$ cat src/rtl/i2cs_pkg.sv
package i2cs_pkg;

    localparam int SUB_W  = 8;
    localparam int WORD_W = 32;

    typedef enum logic [2:0] {
        ST_IDLE,
        ST_ADDR,
        ST_SACK,
        ST_WR,
        ST_RD,
        ST_RACK,
        ST_IGN
    } i2cs_state_e;

    typedef struct packed {
        logic start;
        logic stop;
        logic rise;
        logic fall;
    } i2cs_evt_t;

    function automatic logic [6:0] i2cs_dev_addr(input logic [6:0] base,
                                                 input int unsigned pos,
                                                 input logic strap);
        logic [6:0] r;
        r = base;
        r[pos] = strap;
        return r;
    endfunction

endpackage

$ cat src/rtl/i2cs_filter.sv
module i2cs_filter #(
    parameter int FILT_LEN = 3
) (
    input  logic clk,
    input  logic rst,
    input  logic raw_i,
    output logic filt_o
);
    logic [1:0]          sync_q;
    logic [FILT_LEN-1:0] hist_q;

    always_ff @(posedge clk) begin
        if (rst) begin
            sync_q <= '1;
            hist_q <= '1;
            filt_o <= 1'b1;
        end else begin
            sync_q <= {sync_q[0], raw_i};
            hist_q <= {hist_q[FILT_LEN-2:0], sync_q[1]};
            if (&hist_q)
                filt_o <= 1'b1;
            else if (~|hist_q)
                filt_o <= 1'b0;
        end
    end
endmodule

$ cat src/rtl/i2cs_cond.sv
module i2cs_cond
    import i2cs_pkg::*;
(
    input  logic      clk,
    input  logic      rst,
    input  logic      scl_f,
    input  logic      sda_f,
    output i2cs_evt_t evt
);
    logic scl_q, sda_q;

    always_ff @(posedge clk) begin
        if (rst) begin
            scl_q <= 1'b1;
            sda_q <= 1'b1;
        end else begin
            scl_q <= scl_f;
            sda_q <= sda_f;
        end
    end

    always_comb begin
        evt.start = scl_f & scl_q & sda_q & ~sda_f;
        evt.stop  = scl_f & scl_q & ~sda_q & sda_f;
        evt.rise  = scl_f & ~scl_q;
        evt.fall  = ~scl_f & scl_q;
    end
endmodule

$ cat src/rtl/i2cs_engine.sv
module i2cs_engine
    import i2cs_pkg::*;
#(
    parameter int MAX_BYTES = 20,
    localparam int CW = $clog2(MAX_BYTES + 1)
) (
    input  logic              clk,
    input  logic              rst,
    input  i2cs_evt_t         evt,
    input  logic              sda_f,
    input  logic [6:0]        dev,
    input  logic [WORD_W-1:0] reg_rdata,
    output logic              sda_oe,
    output logic              reg_wr,
    output logic              reg_rd,
    output logic [SUB_W-1:0]  reg_addr,
    output logic [WORD_W-1:0] reg_wdata,
    output i2cs_state_e       state_o,
    output logic [CW-1:0]     bytecnt_o
);
    localparam logic [CW-1:0] CAP = CW'(MAX_BYTES);

    i2cs_state_e       state;
    logic [3:0]        bitcnt;
    logic [7:0]        sh;
    logic              rw, have_sub, mack;
    logic [SUB_W-1:0]  sub;
    logic [CW-1:0]     bytecnt;
    logic [23:0]       wword;
    logic [WORD_W-1:0] rword, wdata_q;
    logic              wr_q, rd_q;

    always_ff @(posedge clk) begin
        if (rst) begin
            state    <= ST_IDLE;
            bitcnt   <= '0;
            sh       <= '0;
            rw       <= 1'b0;
            have_sub <= 1'b0;
            mack     <= 1'b0;
            sub      <= '0;
            bytecnt  <= '0;
            wword    <= '0;
            rword    <= '0;
            wdata_q  <= '0;
            wr_q     <= 1'b0;
            rd_q     <= 1'b0;
            sda_oe   <= 1'b0;
        end else begin
            wr_q <= 1'b0;
            rd_q <= 1'b0;
            if (wr_q) sub   <= sub + 1'b1;
            if (rd_q) rword <= reg_rdata;

            if (evt.start) begin
                state    <= ST_ADDR;
                bitcnt   <= '0;
                bytecnt  <= '0;
                have_sub <= 1'b0;
                sda_oe   <= 1'b0;
            end else if (evt.stop) begin
                state  <= ST_IDLE;
                sda_oe <= 1'b0;
            end else begin
                case (state)
                    ST_ADDR: begin
                        if (evt.rise) begin
                            sh     <= {sh[6:0], sda_f};
                            bitcnt <= bitcnt + 4'd1;
                        end else if (evt.fall && bitcnt == 4'd8) begin
                            if (sh[7:1] == dev) begin
                                rw     <= sh[0];
                                sda_oe <= 1'b1;
                                state  <= ST_SACK;
                                if (sh[0]) rd_q <= 1'b1;
                            end else begin
                                state <= ST_IGN;
                            end
                        end
                    end
                    ST_SACK: begin
                        if (evt.fall) begin
                            bitcnt <= '0;
                            if (rw) begin
                                state  <= ST_RD;
                                sda_oe <= ~rword[WORD_W-1];
                                rword  <= rword << 1;
                            end else begin
                                state  <= ST_WR;
                                sda_oe <= 1'b0;
                            end
                        end
                    end
                    ST_WR: begin
                        if (evt.rise) begin
                            sh     <= {sh[6:0], sda_f};
                            bitcnt <= bitcnt + 4'd1;
                        end else if (evt.fall && bitcnt == 4'd8) begin
                            if (!have_sub) begin
                                sub      <= sh;
                                have_sub <= 1'b1;
                                sda_oe   <= 1'b1;
                                state    <= ST_SACK;
                            end else if (bytecnt < CAP) begin
                                bytecnt <= bytecnt + CW'(1);
                                wword   <= {wword[15:0], sh};
                                if (bytecnt[1:0] == 2'd3) begin
                                    wr_q    <= 1'b1;
                                    wdata_q <= {wword, sh};
                                end
                                sda_oe <= 1'b1;
                                state  <= ST_SACK;
                            end else begin
                                state <= ST_IGN;
                            end
                        end
                    end
                    ST_RD: begin
                        if (evt.rise) begin
                            bitcnt <= bitcnt + 4'd1;
                        end else if (evt.fall) begin
                            if (bitcnt == 4'd8) begin
                                sda_oe  <= 1'b0;
                                bytecnt <= bytecnt + CW'(1);
                                state   <= ST_RACK;
                            end else begin
                                sda_oe <= ~rword[WORD_W-1];
                                rword  <= rword << 1;
                            end
                        end
                    end
                    ST_RACK: begin
                        if (evt.rise) begin
                            mack <= ~sda_f;
                            if (!sda_f && bytecnt[1:0] == 2'd0 && bytecnt < CAP) begin
                                sub  <= sub + 1'b1;
                                rd_q <= 1'b1;
                            end
                        end else if (evt.fall) begin
                            if (mack && bytecnt < CAP) begin
                                state  <= ST_RD;
                                bitcnt <= '0;
                                sda_oe <= ~rword[WORD_W-1];
                                rword  <= rword << 1;
                            end else begin
                                state <= ST_IGN;
                            end
                        end
                    end
                    default: ;
                endcase
            end
        end
    end

    assign reg_wr    = wr_q;
    assign reg_rd    = rd_q;
    assign reg_addr  = sub;
    assign reg_wdata = wdata_q;
    assign state_o   = state;
    assign bytecnt_o = bytecnt;
endmodule

$ cat src/rtl/i2cs_regport.sv
module i2cs_regport
    import i2cs_pkg::*;
#(
    parameter logic [6:0] ADDR_BASE = 7'h34,
    parameter int         CS_BIT    = 0,
    parameter int         MAX_BYTES = 20,
    parameter int         FILT_LEN  = 3,
    localparam int        CW        = $clog2(MAX_BYTES + 1)
) (
    input  logic        clk,
    input  logic        rst,
    input  logic        scl_in,
    input  logic        sda_in,
    input  logic        cs_strap,
    output logic        sda_oe,
    output logic        reg_wr,
    output logic        reg_rd,
    output logic [7:0]  reg_addr,
    output logic [31:0] reg_wdata,
    input  logic [31:0] reg_rdata
);
    logic [1:0]  raw, filt;
    logic        scl_f, sda_f;
    logic [6:0]  dev;
    i2cs_evt_t   evt;
    i2cs_state_e eng_state;
    logic [CW-1:0] byte_cnt;

    assign raw = {scl_in, sda_in};

    for (genvar g = 0; g < 2; g++) begin : g_line
        i2cs_filter #(.FILT_LEN(FILT_LEN)) u_filt (
            .clk    (clk),
            .rst    (rst),
            .raw_i  (raw[g]),
            .filt_o (filt[g])
        );
    end

    assign scl_f = filt[1];
    assign sda_f = filt[0];
    assign dev   = i2cs_dev_addr(ADDR_BASE, CS_BIT, cs_strap);

    i2cs_cond u_cond (
        .clk   (clk),
        .rst   (rst),
        .scl_f (scl_f),
        .sda_f (sda_f),
        .evt   (evt)
    );

    i2cs_engine #(.MAX_BYTES(MAX_BYTES)) u_eng (
        .clk       (clk),
        .rst       (rst),
        .evt       (evt),
        .sda_f     (sda_f),
        .dev       (dev),
        .reg_rdata (reg_rdata),
        .sda_oe    (sda_oe),
        .reg_wr    (reg_wr),
        .reg_rd    (reg_rd),
        .reg_addr  (reg_addr),
        .reg_wdata (reg_wdata),
        .state_o   (eng_state),
        .bytecnt_o (byte_cnt)
    );
endmodule

$ cat config.mk
export PLATFORM = sky130hd
export DESIGN_NAME = i2cs_regport
export DESIGN_NICKNAME = d
export VERILOG_FILES = /design/src/rtl/i2cs_pkg.sv /design/src/rtl/i2cs_filter.sv /design/src/rtl/i2cs_cond.sv /design/src/rtl/i2cs_engine.sv /design/src/rtl/i2cs_regport.sv
export SDC_FILE = /design/constraint.sdc
export NUM_CORES = 1
export LEC_CHECK = 0
export ABC_AREA = 1
export BUFFER_PORTS_ARGS = -buffer_cell sky130_fd_sc_hd__buf_2
export CAP_MARGIN = 20
export CELL_PAD_IN_SITES_DETAIL_PLACEMENT = 0
export CELL_PAD_IN_SITES_GLOBAL_PLACEMENT = 1
export CORE_MARGIN = 3
export CORE_UTILIZATION = 35
export CTS_CLUSTER_SIZE = 40
export DETAILED_ROUTE_END_ITERATION = 6
export PLACE_DENSITY_LB_ADDON = 0.1
export SETUP_SLACK_MARGIN = 0.05
export SYNTH_ARGS = -nofsm -noshare
export SYNTH_HDL_FRONTEND = slang
export SYNTH_SLANG_ARGS = --single-unit
$ cat constraint.sdc
create_clock -name clk -period 3.5 [get_ports clk]
set_input_delay 0.175 -clock clk [delete_from_list [all_inputs] [get_ports clk]]
set_output_delay 0.175 -clock clk [all_outputs]
set_load 0.01 [all_outputs]
==> impl_metrics.ini <==
[placed_design]
routabilityCongestion = 0.844
portBuffers = 79
dp_hpwl_mm = 11.1

[floorplanning]
rows = 48
die_y_um = 139
dieArea_um2 = 19400
die_w_um = 139
core_area_um2 = 17400
initial_core_util_pct = 35.9
ioPinCount = 80

[setup_path]
cp_max_fo = 64
worstPathCellList = inv_1, ha_1, nand3_2, nor2_4, nand2_2, nor2_8, nand2_4, o21ai_0, a21oi_1
worst_path_max_delay_cell = nand2_4
worst-setup-path-type = reg2reg
cpPeakStageDelay_ns = 0.43
crit_arrival_ns = 2.64
critPathLaunchType = flip-flop
crit_required_ns = 3.79
worstSetupEndpointType = flip-flop

[timing]
fin_setup_tns_ns = 0
relSlewSlack_pct = 38.1
worst_pin_slew_ns = 0.925
slew_viol_final = 0
fin_crit_sh_pct = 67.1
clock_skew_ns = 0.00576
hold_viol = 0
setup-violations-final = 0
rsz0062_at_grt = no
clock.fmax_ghz = 0.426
period_needed_ns = 2.35

[detailed_routing]
drt_wl_total_mm = 16.0
num_vias = 5605
drtPass1Iterations = 4
viasPerCell = 4.87
postRouteAntennaNets = 0
drt-initial-drc-count = 275
drc = 0
routedWlPerCell_um = 13.9

[clocking]
insertion_delay_ns = 0.42
cts_sinks = 136
root_buffer = clkbuf_16
cts_tree = done
cts-resized-gates = 0
cts_buffers = 17
post_cts_buffers = 0
clk_path_buf_depth = 2
path_clk_slew_ns = 0.06
htree_levels = 4

[layout]
drive_gt1_share_pct = 18.7
final_core_util_pct = 42.4
areaGrowthSynthToFinish_pct = 18.0
most-common-layout-cells = nand2_1 (167), dfxtp_1 (136), nor2_1 (86), a21oi_1 (86)
num_antenna_cells = 0
nets = 954
final_common_cell = nand2_1

[global_routing]
grt_antenna_before_repair = 0
grt_use_total_pct = 16.8
grt_max_degree = 65
grt_pass1_vias = 5533
overflow = 0
grt_pass1_wl_mm = 27.0

[synthesis]
synth_nets = 890
avgSynthCellArea_um2 = 7.35
ys_seq_elements = 136
ys_warn_count = 0
syn-cell-area_um2 = 6230
yosysSeqAreaShare_pct = 43.7
synth_cells = 848
yosys.cell_types.count = 37

[hold_path]
min_path_type = in2reg

[power]
p_per_area_nw_per_um2 = 559
max-vdd-ir-drop_mv = 0.363
p_leak_nw = 3.15

[outcome]
status = finished clean

[job]
max_cap_viol_count = 0
## cell type report
type                    instances  area [um2]
inverters                      90         339
flip-flops and latches        136        2720
multi-input cells             582        2970
clock inverters                13         144
repair buffers                 85         445
clock buffers                  19         453
fillers                      1794       10000
well taps                     225         282
## repair_timing
item,CTS,global route
hold buffers,2,0
hold endpoints to repair,2,0
setup endpoints to repair,0,0
## final timing paths
| kind | slack [ns] | cells after the start | startpoint | to |
|---|---|---|---|---|
| worst min register to register | 0.41 | 1 | g_line[0].u_filt.sync_q[0] | g_line[0].u_filt.sync_q[1] |
| worst max register to register | 1.15 | 9 | u_eng.bitcnt[0] | u_eng.reg_wdata[31] |
| worst min-delay path | 0.09 | 3 | reg_rdata[0] | u_eng.rword[0] |
| worst max-delay path | 1.15 | 9 | u_eng.bitcnt[0] | u_eng.reg_wdata[31] |
## stage by stage
| step | power [mW] | worst slack [ns] | hold slack [ns] | std cells | cell area (um2) |
|---|---|---|---|---|---|
| floorplan | 2.16 | 1.87 | 0.279 | 848 | 6230 |
| global placement | 2.33 | 1.27 | 0.357 | 1116 | 6740 |
| detailed placement | 2.34 | 1.18 | 0.366 | 1116 | 6740 |
| CTS | 4.16 | 1.16 | 0.0699 | 1150 | 7350 |
| global route | 4.34 | 0.876 | 0.116 | 1150 | 7350 |
| finish | 4.11 | 1.15 | 0.0859 | 1150 | 7350 |
## kinds of logic (layout without fill, tap and decap cells)
| kind of cell | Yosys count | count (layout) | synth area share (%) |
|---|---|---|---|
| muxes | 31 | 31 | 5.58 |
| buffers and inverters | 130 | 207 | 8.71 |
| xor gates and xnor gates | 6 | 6 | 0.843 |
| AOI/OAI and AO/OA | 171 | 171 | 14.3 |
| DFF | 136 | 136 | 43.7 |
| adders and majority gates | 5 | 5 | 1.00 |
| and+or+nand+nor | 369 | 369 | 25.9 |
## metal layers
layer	GRT usage, %	vias to the layer above	share of wire [%]
met3	4.47	21	4.8
li1	-	2902	-
met1	22.0	2572	48
met2	27.2	110	45
met4	5.36	0	1.6
met5	0	-	0
## sequential cells by signal, summed over array words and instances, names as in the netlist, 2 cells and up
register and cells:
g_line.u_filt.filt_o 2, g_line.u_filt.hist_q 6, g_line.u_filt.sync_q 4, u_eng.bitcnt 4
u_eng.bytecnt_o 5, u_eng.reg_addr 8, u_eng.reg_wdata 32, u_eng.rword 32
u_eng.sh 8, u_eng.state_o 3, u_eng.wword 24
## worst max-delay path, delay by kind of cell (launching register included)
kind	cells	cell delay [ns]
and+or+nand+nor	5	1.20
AOI/OAI and AO/OA	2	0.38
DFF	1	0.34
adders and majority gates	1	0.19
buffers and inverters	1	0.09
## synthesized netlist by cell type, drive strengths merged
master  instances  share of area [%]
nand2         171                 11
dfxtp         136                 44
nor2           90                5.9
inv            89                5.4
a21oi          86                6.9
nand3          85                7.1
o21ai          71                5.8
mux2           30                5.4
buf            21                2.1
clkbuf         19                1.1
a211oi         10                1.2
or2            10                1.0
ha              5                1.0
nand4           4               0.40
nor3            4               0.32
xor2            4               0.56
nand3b          3               0.36
nor3b           2               0.24
o211ai          2               0.24
xnor2           2               0.28
clkinv          1              0.080
mux2i           1               0.16
o21bai          1               0.12
o22ai           1               0.10
## power by group
group	total (mW)	internal [mW]	switching, mW
Clock	1.80	1.09	0.709
Sequential	1.63	1.59	0.0433
Combinational	0.671	0.202	0.469
Total	4.11	2.89	1.22
(Power assumes the default switching activity.)
